--- src/rtl/pls_pkg.sv ---
// Package: shared constants and the control bundle for the parallel-load
// serial-out shift register. Assumes nothing beyond a single clock domain.
package pls_pkg;
    localparam int unsigned PLS_STAGES_DEF = 8;
    localparam int unsigned PLS_SYNC_DEPTH = 2;
    localparam int unsigned PLS_CTL_W      = 4;

    // Bit order of the synchronised control word
    typedef struct packed {
        logic mode;
        logic sclk;
        logic inh;
        logic ser;
    } pls_ctl_t;
endpackage

--- src/rtl/pls_sync.sv ---
// Module: multi-bit flop chain that brings asynchronous levels into the
// system clock domain. Each bit is independent; assumes levels are
// slow compared with the system clock.
module pls_sync #(
    parameter int unsigned W     = 4,
    parameter int unsigned DEPTH = 2
) (
    input  logic         clk,
    input  logic         rst_n,
    input  logic [W-1:0] d_i,
    output logic [W-1:0] q_o
);
    logic [DEPTH-1:0][W-1:0] pipe;

    for (genvar g = 0; g < DEPTH; g++) begin : g_stage
        if (g == 0) begin : g_first
            // Capture the raw asynchronous level
            always_ff @(posedge clk) begin
                if (!rst_n) pipe[0] <= '0;
                else        pipe[0] <= d_i;
            end
        end else begin : g_next
            // Pass along the previous flop to settle metastability
            always_ff @(posedge clk) begin
                if (!rst_n) pipe[g] <= '0;
                else        pipe[g] <= pipe[g-1];
            end
        end
    end

    assign q_o = pipe[DEPTH-1];
endmodule

--- src/rtl/pls_edge.sv ---
// Module: forms the effective shift clock as the OR of the synchronised
// clock and inhibit lines and flags its 0-to-1 change. The history flop
// updates every cycle, including load cycles.
module pls_edge (
    input  logic clk,
    input  logic rst_n,
    input  logic sclk_i,
    input  logic inh_i,
    output logic rise_o,
    output logic eff_q_o
);
    logic eff;

    assign eff = sclk_i | inh_i;

    // Remember last cycle's effective clock level
    always_ff @(posedge clk) begin
        if (!rst_n) eff_q_o <= 1'b0;
        else        eff_q_o <= eff;
    end

    assign rise_o = eff & ~eff_q_o;
endmodule

--- src/rtl/pls_stages.sv ---
// Module: the storage stages. Load is level-driven and has priority; a
// shift moves data toward the top index, serial bit into index 0.
module pls_stages #(
    parameter int unsigned N = 8
) (
    input  logic         clk,
    input  logic         rst_n,
    input  logic         mode_i,
    input  logic         rise_i,
    input  logic         ser_i,
    input  logic [N-1:0] par_i,
    output logic [N-1:0] stg_o
);
    logic [N-1:0] shifted;

    for (genvar g = 0; g < N; g++) begin : g_bit
        if (g == 0) begin : g_head
            assign shifted[0] = ser_i;
        end else begin : g_body
            assign shifted[g] = stg_o[g-1];
        end
    end

    // Load, shift or hold the stages
    always_ff @(posedge clk) begin
        if (!rst_n)       stg_o <= '0;
        else if (!mode_i) stg_o <= par_i;
        else if (rise_i)  stg_o <= shifted;
    end
endmodule

--- src/rtl/piso_shift_reg.sv ---
// Module: top of the parallel-load serial-out shift register. Synchronises
// the external control and serial inputs, detects the effective clock
// edge and drives true and inverted copies of the last stage. Assumes
// par_i is stable whenever the synchronised mode level is low.
module piso_shift_reg #(
    parameter int unsigned NSTG = pls_pkg::PLS_STAGES_DEF
) (
    input  logic            clk,
    input  logic            rst_n,
    input  logic            shift_mode_i,
    input  logic            shift_clk_i,
    input  logic            shift_inh_i,
    input  logic            ser_i,
    input  logic [NSTG-1:0] par_i,
    output logic            q_o,
    output logic            q_n_o
);
    import pls_pkg::*;

    pls_ctl_t     ctl_raw, ctl_s;
    logic         mode_s, sclk_s, inh_s, ser_s;
    logic         rise, eff_q;
    logic [NSTG-1:0] stg;

    assign ctl_raw = '{mode: shift_mode_i, sclk: shift_clk_i,
                       inh: shift_inh_i, ser: ser_i};

    pls_sync #(.W(PLS_CTL_W), .DEPTH(PLS_SYNC_DEPTH)) u_sync (
        .clk(clk), .rst_n(rst_n), .d_i(ctl_raw), .q_o(ctl_s)
    );

    assign mode_s = ctl_s.mode;
    assign sclk_s = ctl_s.sclk;
    assign inh_s  = ctl_s.inh;
    assign ser_s  = ctl_s.ser;

    pls_edge u_edge (
        .clk(clk), .rst_n(rst_n), .sclk_i(sclk_s), .inh_i(inh_s),
        .rise_o(rise), .eff_q_o(eff_q)
    );

    pls_stages #(.N(NSTG)) u_stages (
        .clk(clk), .rst_n(rst_n), .mode_i(mode_s), .rise_i(rise),
        .ser_i(ser_s), .par_i(par_i), .stg_o(stg)
    );

    assign q_o   = stg[NSTG-1];
    assign q_n_o = ~stg[NSTG-1];
endmodule

--- config.mk ---
export PLATFORM = sky130hd
export DESIGN_NAME = piso_shift_reg
export DESIGN_NICKNAME = d
export VERILOG_FILES = /design/src/rtl/pls_pkg.sv /design/src/rtl/pls_sync.sv /design/src/rtl/pls_edge.sv /design/src/rtl/pls_stages.sv /design/src/rtl/piso_shift_reg.sv
export SDC_FILE = /design/constraint.sdc
export NUM_CORES = 1
export LEC_CHECK = 0
export ABC_CLOCK_PERIOD_IN_PS = 2600
export BUFFER_PORTS_ARGS = -buffer_cell sky130_fd_sc_hd__buf_2
export CORE_MARGIN = 10
export CORE_UTILIZATION = 32
export DETAILED_ROUTE_END_ITERATION = 10
export GPL_TIMING_DRIVEN = 0
export PLACE_DENSITY_LB_ADDON = 0.15
export SYNTH_ARGS = -nofsm -noshare
export SYNTH_HDL_FRONTEND = slang
export SYNTH_SLANG_ARGS = --single-unit
--- constraint.sdc ---
create_clock -name clk -period 2.6 [get_ports clk]
set_clock_uncertainty 0.1 [all_clocks]
set_input_delay 0.52 -clock clk [delete_from_list [all_inputs] [get_ports clk]]
set_output_delay 0.52 -clock clk [all_outputs]
set_load 0.01 [all_outputs]
Word level (Yosys, flattened, before mapping)
Cells that the tools add are included.
{"block": "totals", "register_bits": 17, "elab_cells": 11, "inputBits": 14}
{"block": "classes", "bitwise": 4, "muxes": 2, "eq_ne": 1}
{"op": "2-to-1 mux 8 bit", "count": 2}
{"op": "!= test 2 bit (second input constant)", "count": 1}
{"op": "NOT 1 bit", "count": 2}
{"op": "AND 1 bit", "count": 1}
{"op": "OR 1 bit", "count": 1}

Depth between registers and ports, before layout
{"block": "logic_depth", "ltp_word": 4, "ltp_mapped": 4, "mapped_depth_nobuf": 3}

Cells and area by module
A second synthesis with hierarchy kept.
{"block": "unflattened", "hier_cells": 58, "hier_area_um2": 631.9}
{"mod": "pls_stages", "cells_per_inst": 34, "seq_area_each_um2": 160.2, "n_inst": 1, "area_per_inst_um2": 350.3}
{"mod": "pls_sync", "cells_per_inst": 20, "seq_area_each_um2": 160.2, "n_inst": 1, "area_per_inst_um2": 240.2}
{"mod": "pls_edge", "cells_per_inst": 3, "seq_area_each_um2": 20.0, "n_inst": 1, "area_per_inst_um2": 37.5}
{"mod": "piso_shift_reg", "cells_per_inst": 1, "seq_area_each_um2": 0.0, "n_inst": 1, "area_per_inst_um2": 3.8}

Worst setup path after synthesis
No wires, ideal clock.
{"block": "synth_path", "path_type": "reg-to-output", "startpoint": "register u_stages.stg_o[7]", "endpoint": "output port q_n_o", "setup_slack_ns": 1.523, "path_stages_with_launch": 2, "t_arrival_ns": 0.457, "required_time_ns": 1.980, "cell_sequence": "dfxtp_1 inv_1"}
{"block": "synth_via", "elab_chain_len": 1}
{"element": "from (decl)", "line": "pls_stages.sv:12", "rtl": "output logic [N-1:0] stg_o"}
{"element": "from (signal assigned)", "line": "pls_stages.sv:27", "rtl": "else if (!mode_i) stg_o <= par_i;"}
{"element": "from (signal assigned)", "line": "pls_stages.sv:28", "rtl": "else if (rise_i) stg_o <= shifted;"}
{"element": "NOT 1 bit", "line": "piso_shift_reg.sv:48", "rtl": "assign q_n_o = ~stg[NSTG-1];"}
{"element": "to (decl)", "line": "piso_shift_reg.sv:16", "rtl": "output logic q_n_o"}
Every way passes these cells.

Final worst setup path
Same ends and word-level chain as after synthesis.

==> results.txt <==
Setup slack on the critical path of the routed design comes to 1.18 ns. The first detailed-routing pass ran for 4 iterations. During placement, the flow inserted port buffers numbering 15.

Measured against its own limit, the worst slew margin works out to 76.3%. The synthesized design devotes to its leading area cell type 57.3% of total area. For this run, asynchronously set or reset flops after synthesis account for 0%.

By area the synthesized netlist is led by sky130_fd_sc_hd__dfxtp_1 (57%), sky130_fd_sc_hd__nand2_1 (10%), sky130_fd_sc_hd__a31oi_1 (8.4%). The routed wire length per instance was 10.8 um. The category of the most critical setup path is reg -> out. Synthesis produced a netlist with a net count of 78. After clock tree synthesis, the repair step resized 0 gates. The maximum ir drop on the vdd rail is 0.417 mV. Adding up every negative setup slack in the final design gives 0 ns.

The run gives 11 as the count of cell types in the netlist. Of all cell types, the one taking the most synthesized area is sky130_fd_sc_hd__dfxtp_1. The finished layout holds 108 standard cells, fillers aside. The endpoint arrival time on the critical path is 0.80 ns.

All-layer global routing usage: 6.88%. The HPWL after detailed placement is 868 um. The kind of end point of the critical path is an output pin. For the DRC violation count after routing, the log shows 0. The flow ran to the end, and the final reports show no timing, DRC or antenna violations. The number of global-route vias before repair was 529. The detail route stage leaves a number of antenna-violating nets equal to 0. The run gives 2 as the maximum count of clock buffers along a single path. The final critical path time including I/O delays and setup works out to 1.42 ns. The logs give 13 for the initial detailed-routing violation count and 703 MHz for the achievable clock frequency. Setup repair after global routing left no endpoint under its margin. The tools report the initial antenna violation count as 0. Sorting the synthesized cells by how often they occur yields sky130_fd_sc_hd__dfxtp_1 (17), sky130_fd_sc_hd__nand2_1 (16), sky130_fd_sc_hd__a31oi_1 (8), sky130_fd_sc_hd__and2_1 (8), sky130_fd_sc_hd__o21ai_0 (8).

The relative contribution of combinational cells to total power is 9.7%. Yosys instantiated no cell more often than sky130_fd_sc_hd__dfxtp_1. Sequential elements use 57.3% of the synthesized area.

Wires add up to 1160 um. The tools report the clock root buffer as sky130_fd_sc_hd__clkbuf_4. The logs give 1 for the number of levels in the clock H-tree and 0 for the hold buffer count at cts. In this run, synthesis produced a sequential element count of 17.

The count of endpoints failing setup in the final report was 0; the switching fraction of total power was 22.3%. The tools report the wire length of the first global-routing pass as 2210 um. The part of the power in registers is 61.3%. The horizontal extent of the die is 63.1 um. The floorplan step defined a die boundary enclosing 3980 sq um.

The category of the worst setup path launch point is a register. TritonCTS built the clock tree. STA puts the critical path data required time at 1.98 ns. Entering global routing, the biggest net connects 11 pins. The number of cells after detailed placement is 104. Summed over all nets, the switching power comes to 103 uW. Yosys mapped a number of flops with a built-in enable equal to 0.

The count of standard-cell rows is 15. Number of hold-slack violations in the final timing report: 0. The transition time at the pin with the least slew margin is 0.355 ns, and the ratio of total power to cell area is 634 nW/um^2. Global routing finished with a remaining overflow of 0.

The fraction of final layout cells sized beyond drive strength 1 is 27.7%, and the final design instance area without fill is 727 sq um. In the synthesized netlist the dominant register cell turns out to be sky130_fd_sc_hd__dfxtp_1. The tools report the latest clock arrival within the worst-skew pair as 0.28 ns. The initial utilization of the core area, before any placement, comes to 34.1%. In the finished design, the share of the clock period the worst path needs comes to 54.7%. The via density per instance is 4.66.

CTS saw 17 sinks. The total area inside the core boundary comes to 1750 sq um. The tools report the routability congestion estimate from global placement as 0.676. The run gives 29.0% as the part of the total power dissipated in the clock network.

During I/O placement, the number of pins put on the boundary was 16. Summed over all cells, the static leakage comes to 0.304 nW. Buffers added to address setup during post-CTS repair amount to 0. In this run the worst hold path is classified as reg -> reg. The register clock-pin slew on the reported worst setup and hold paths was 0.09 ns. In this run, CTS created clock tree buffers numbering 3. In this run the worst path has a maximum fanout of 3. The logs give 0 for the count of max-cap constraint violations and 0 for the count of antenna diodes in the layout.

The setup slack after placement is 1.31 ns. The design draws 461 uW. The count of mapped cells out of synthesis was 64; the synthesis-to-layout area growth was 22.3%. The final max-slew violation count came out at 0. Internal power comes to 358 uW. The y dimension of the die was 63.1 um; the synthesized area per cell was 9.29 sq um. In this run the cell area of the synthesized design comes to 594 sq um. For this run, the post-layout net count is 98. Summing over every cut layer, the via total after detailed routing is 503.

After detailed placement, the total cell area comes to 701 sq um. The synthesis warning total is 0.
[power groups by stage]
stage	logic, mW	registers [mW]	clock network (mW)
2_1_floorplan	0.0275	0.287	0
5_1_grt	0.0520	0.285	0.153
3_3_place_gp	0.0446	0.288	0
3_5_place_dp	0.0455	0.289	0
6_report	0.0447	0.282	0.134
4_1_cts	0.0456	0.283	0.141
[worst max-delay path, stage by stage (launching register included)]
cell,delay (ns)
sky130_fd_sc_hd__dfxtp_1,0.35
sky130_fd_sc_hd__inv_1,0.04
sky130_fd_sc_hd__buf_2,0.13
[layer usage]
metal  GRT usage, %  vias to the layer above  share of wire (%)
met3           3.89                        2                5.9
met2           11.8                       17                 44
met1           6.75                      231                 49
met5              0                        -                  0
met4           2.51                        0                1.0
li1               -                      253                  -
[cells in the final DEF, fill, tap and decap left out]
master / count
sky130_fd_sc_hd__o21a_1: 1
sky130_fd_sc_hd__o21ba_2: 1
sky130_fd_sc_hd__o21bai_2: 1
sky130_fd_sc_hd__o21ai_0: 8
sky130_fd_sc_hd__inv_1: 1
sky130_fd_sc_hd__clkbuf_4: 3
sky130_fd_sc_hd__nand2_1: 16
sky130_fd_sc_hd__buf_2: 17
sky130_fd_sc_hd__clkbuf_1: 1
sky130_fd_sc_hd__a31oi_1: 8
sky130_fd_sc_hd__and2_1: 8
sky130_fd_sc_hd__dfxtp_1: 17
sky130_fd_sc_hd__buf_6: 1
[sequential cells by signal, indices dropped and copies added, names as in the netlist]
name,count
u_stages.stg_o,8
u_sync.pipe,4
u_sync.q_o,4
u_edge.eff_q_o,1
[logic make-up (layout without fill, tap and decap cells)]
logic type | after synthesis | count (layout) | share of synthesized area [%]
DFF | 17 | 17 | 57.3
and+or+nand+nor | 24 | 24 | 18.5
buffers and inverters | 4 | 23 | 4.21
AOI/OAI and AO/OA | 19 | 19 | 20.0
[worst paths after layout]
check | startpoint | to | slack, ns | cells past startpoint
worst min-delay path | u_sync.pipe[2] | u_sync.q_o[2] | 0.34 | 1
worst max register to register | u_sync.q_o[1] | u_stages.stg_o[3] | 1.48 | 3
worst max-delay path | u_stages.stg_o[7] | q_n_o | 1.18 | 2
worst min register to register | u_sync.pipe[2] | u_sync.q_o[2] | 0.34 | 1
[layout make-up]
class,instances,area [sq um]
buffer,3,21.3
clock buffer,4,26.3
fill,194,1020
inverter,1,3.75
multi-input combinational,43,229
sequential,17,340
tap,25,31.3
timing repair buffer,15,75.1
[per-stage QoR]
stage / hold slack, ns / util [%]
final: 0.338 / 41.6
after global routing: 0.332 / 41.6
after CTS: 0.332 / 41.6
after detailed placement: 0.321 / 40.1
after global placement: 0.314 / 40.1
after floorplan: 0.312 / -
Note: power is estimated with default switching activity, not from simulation.
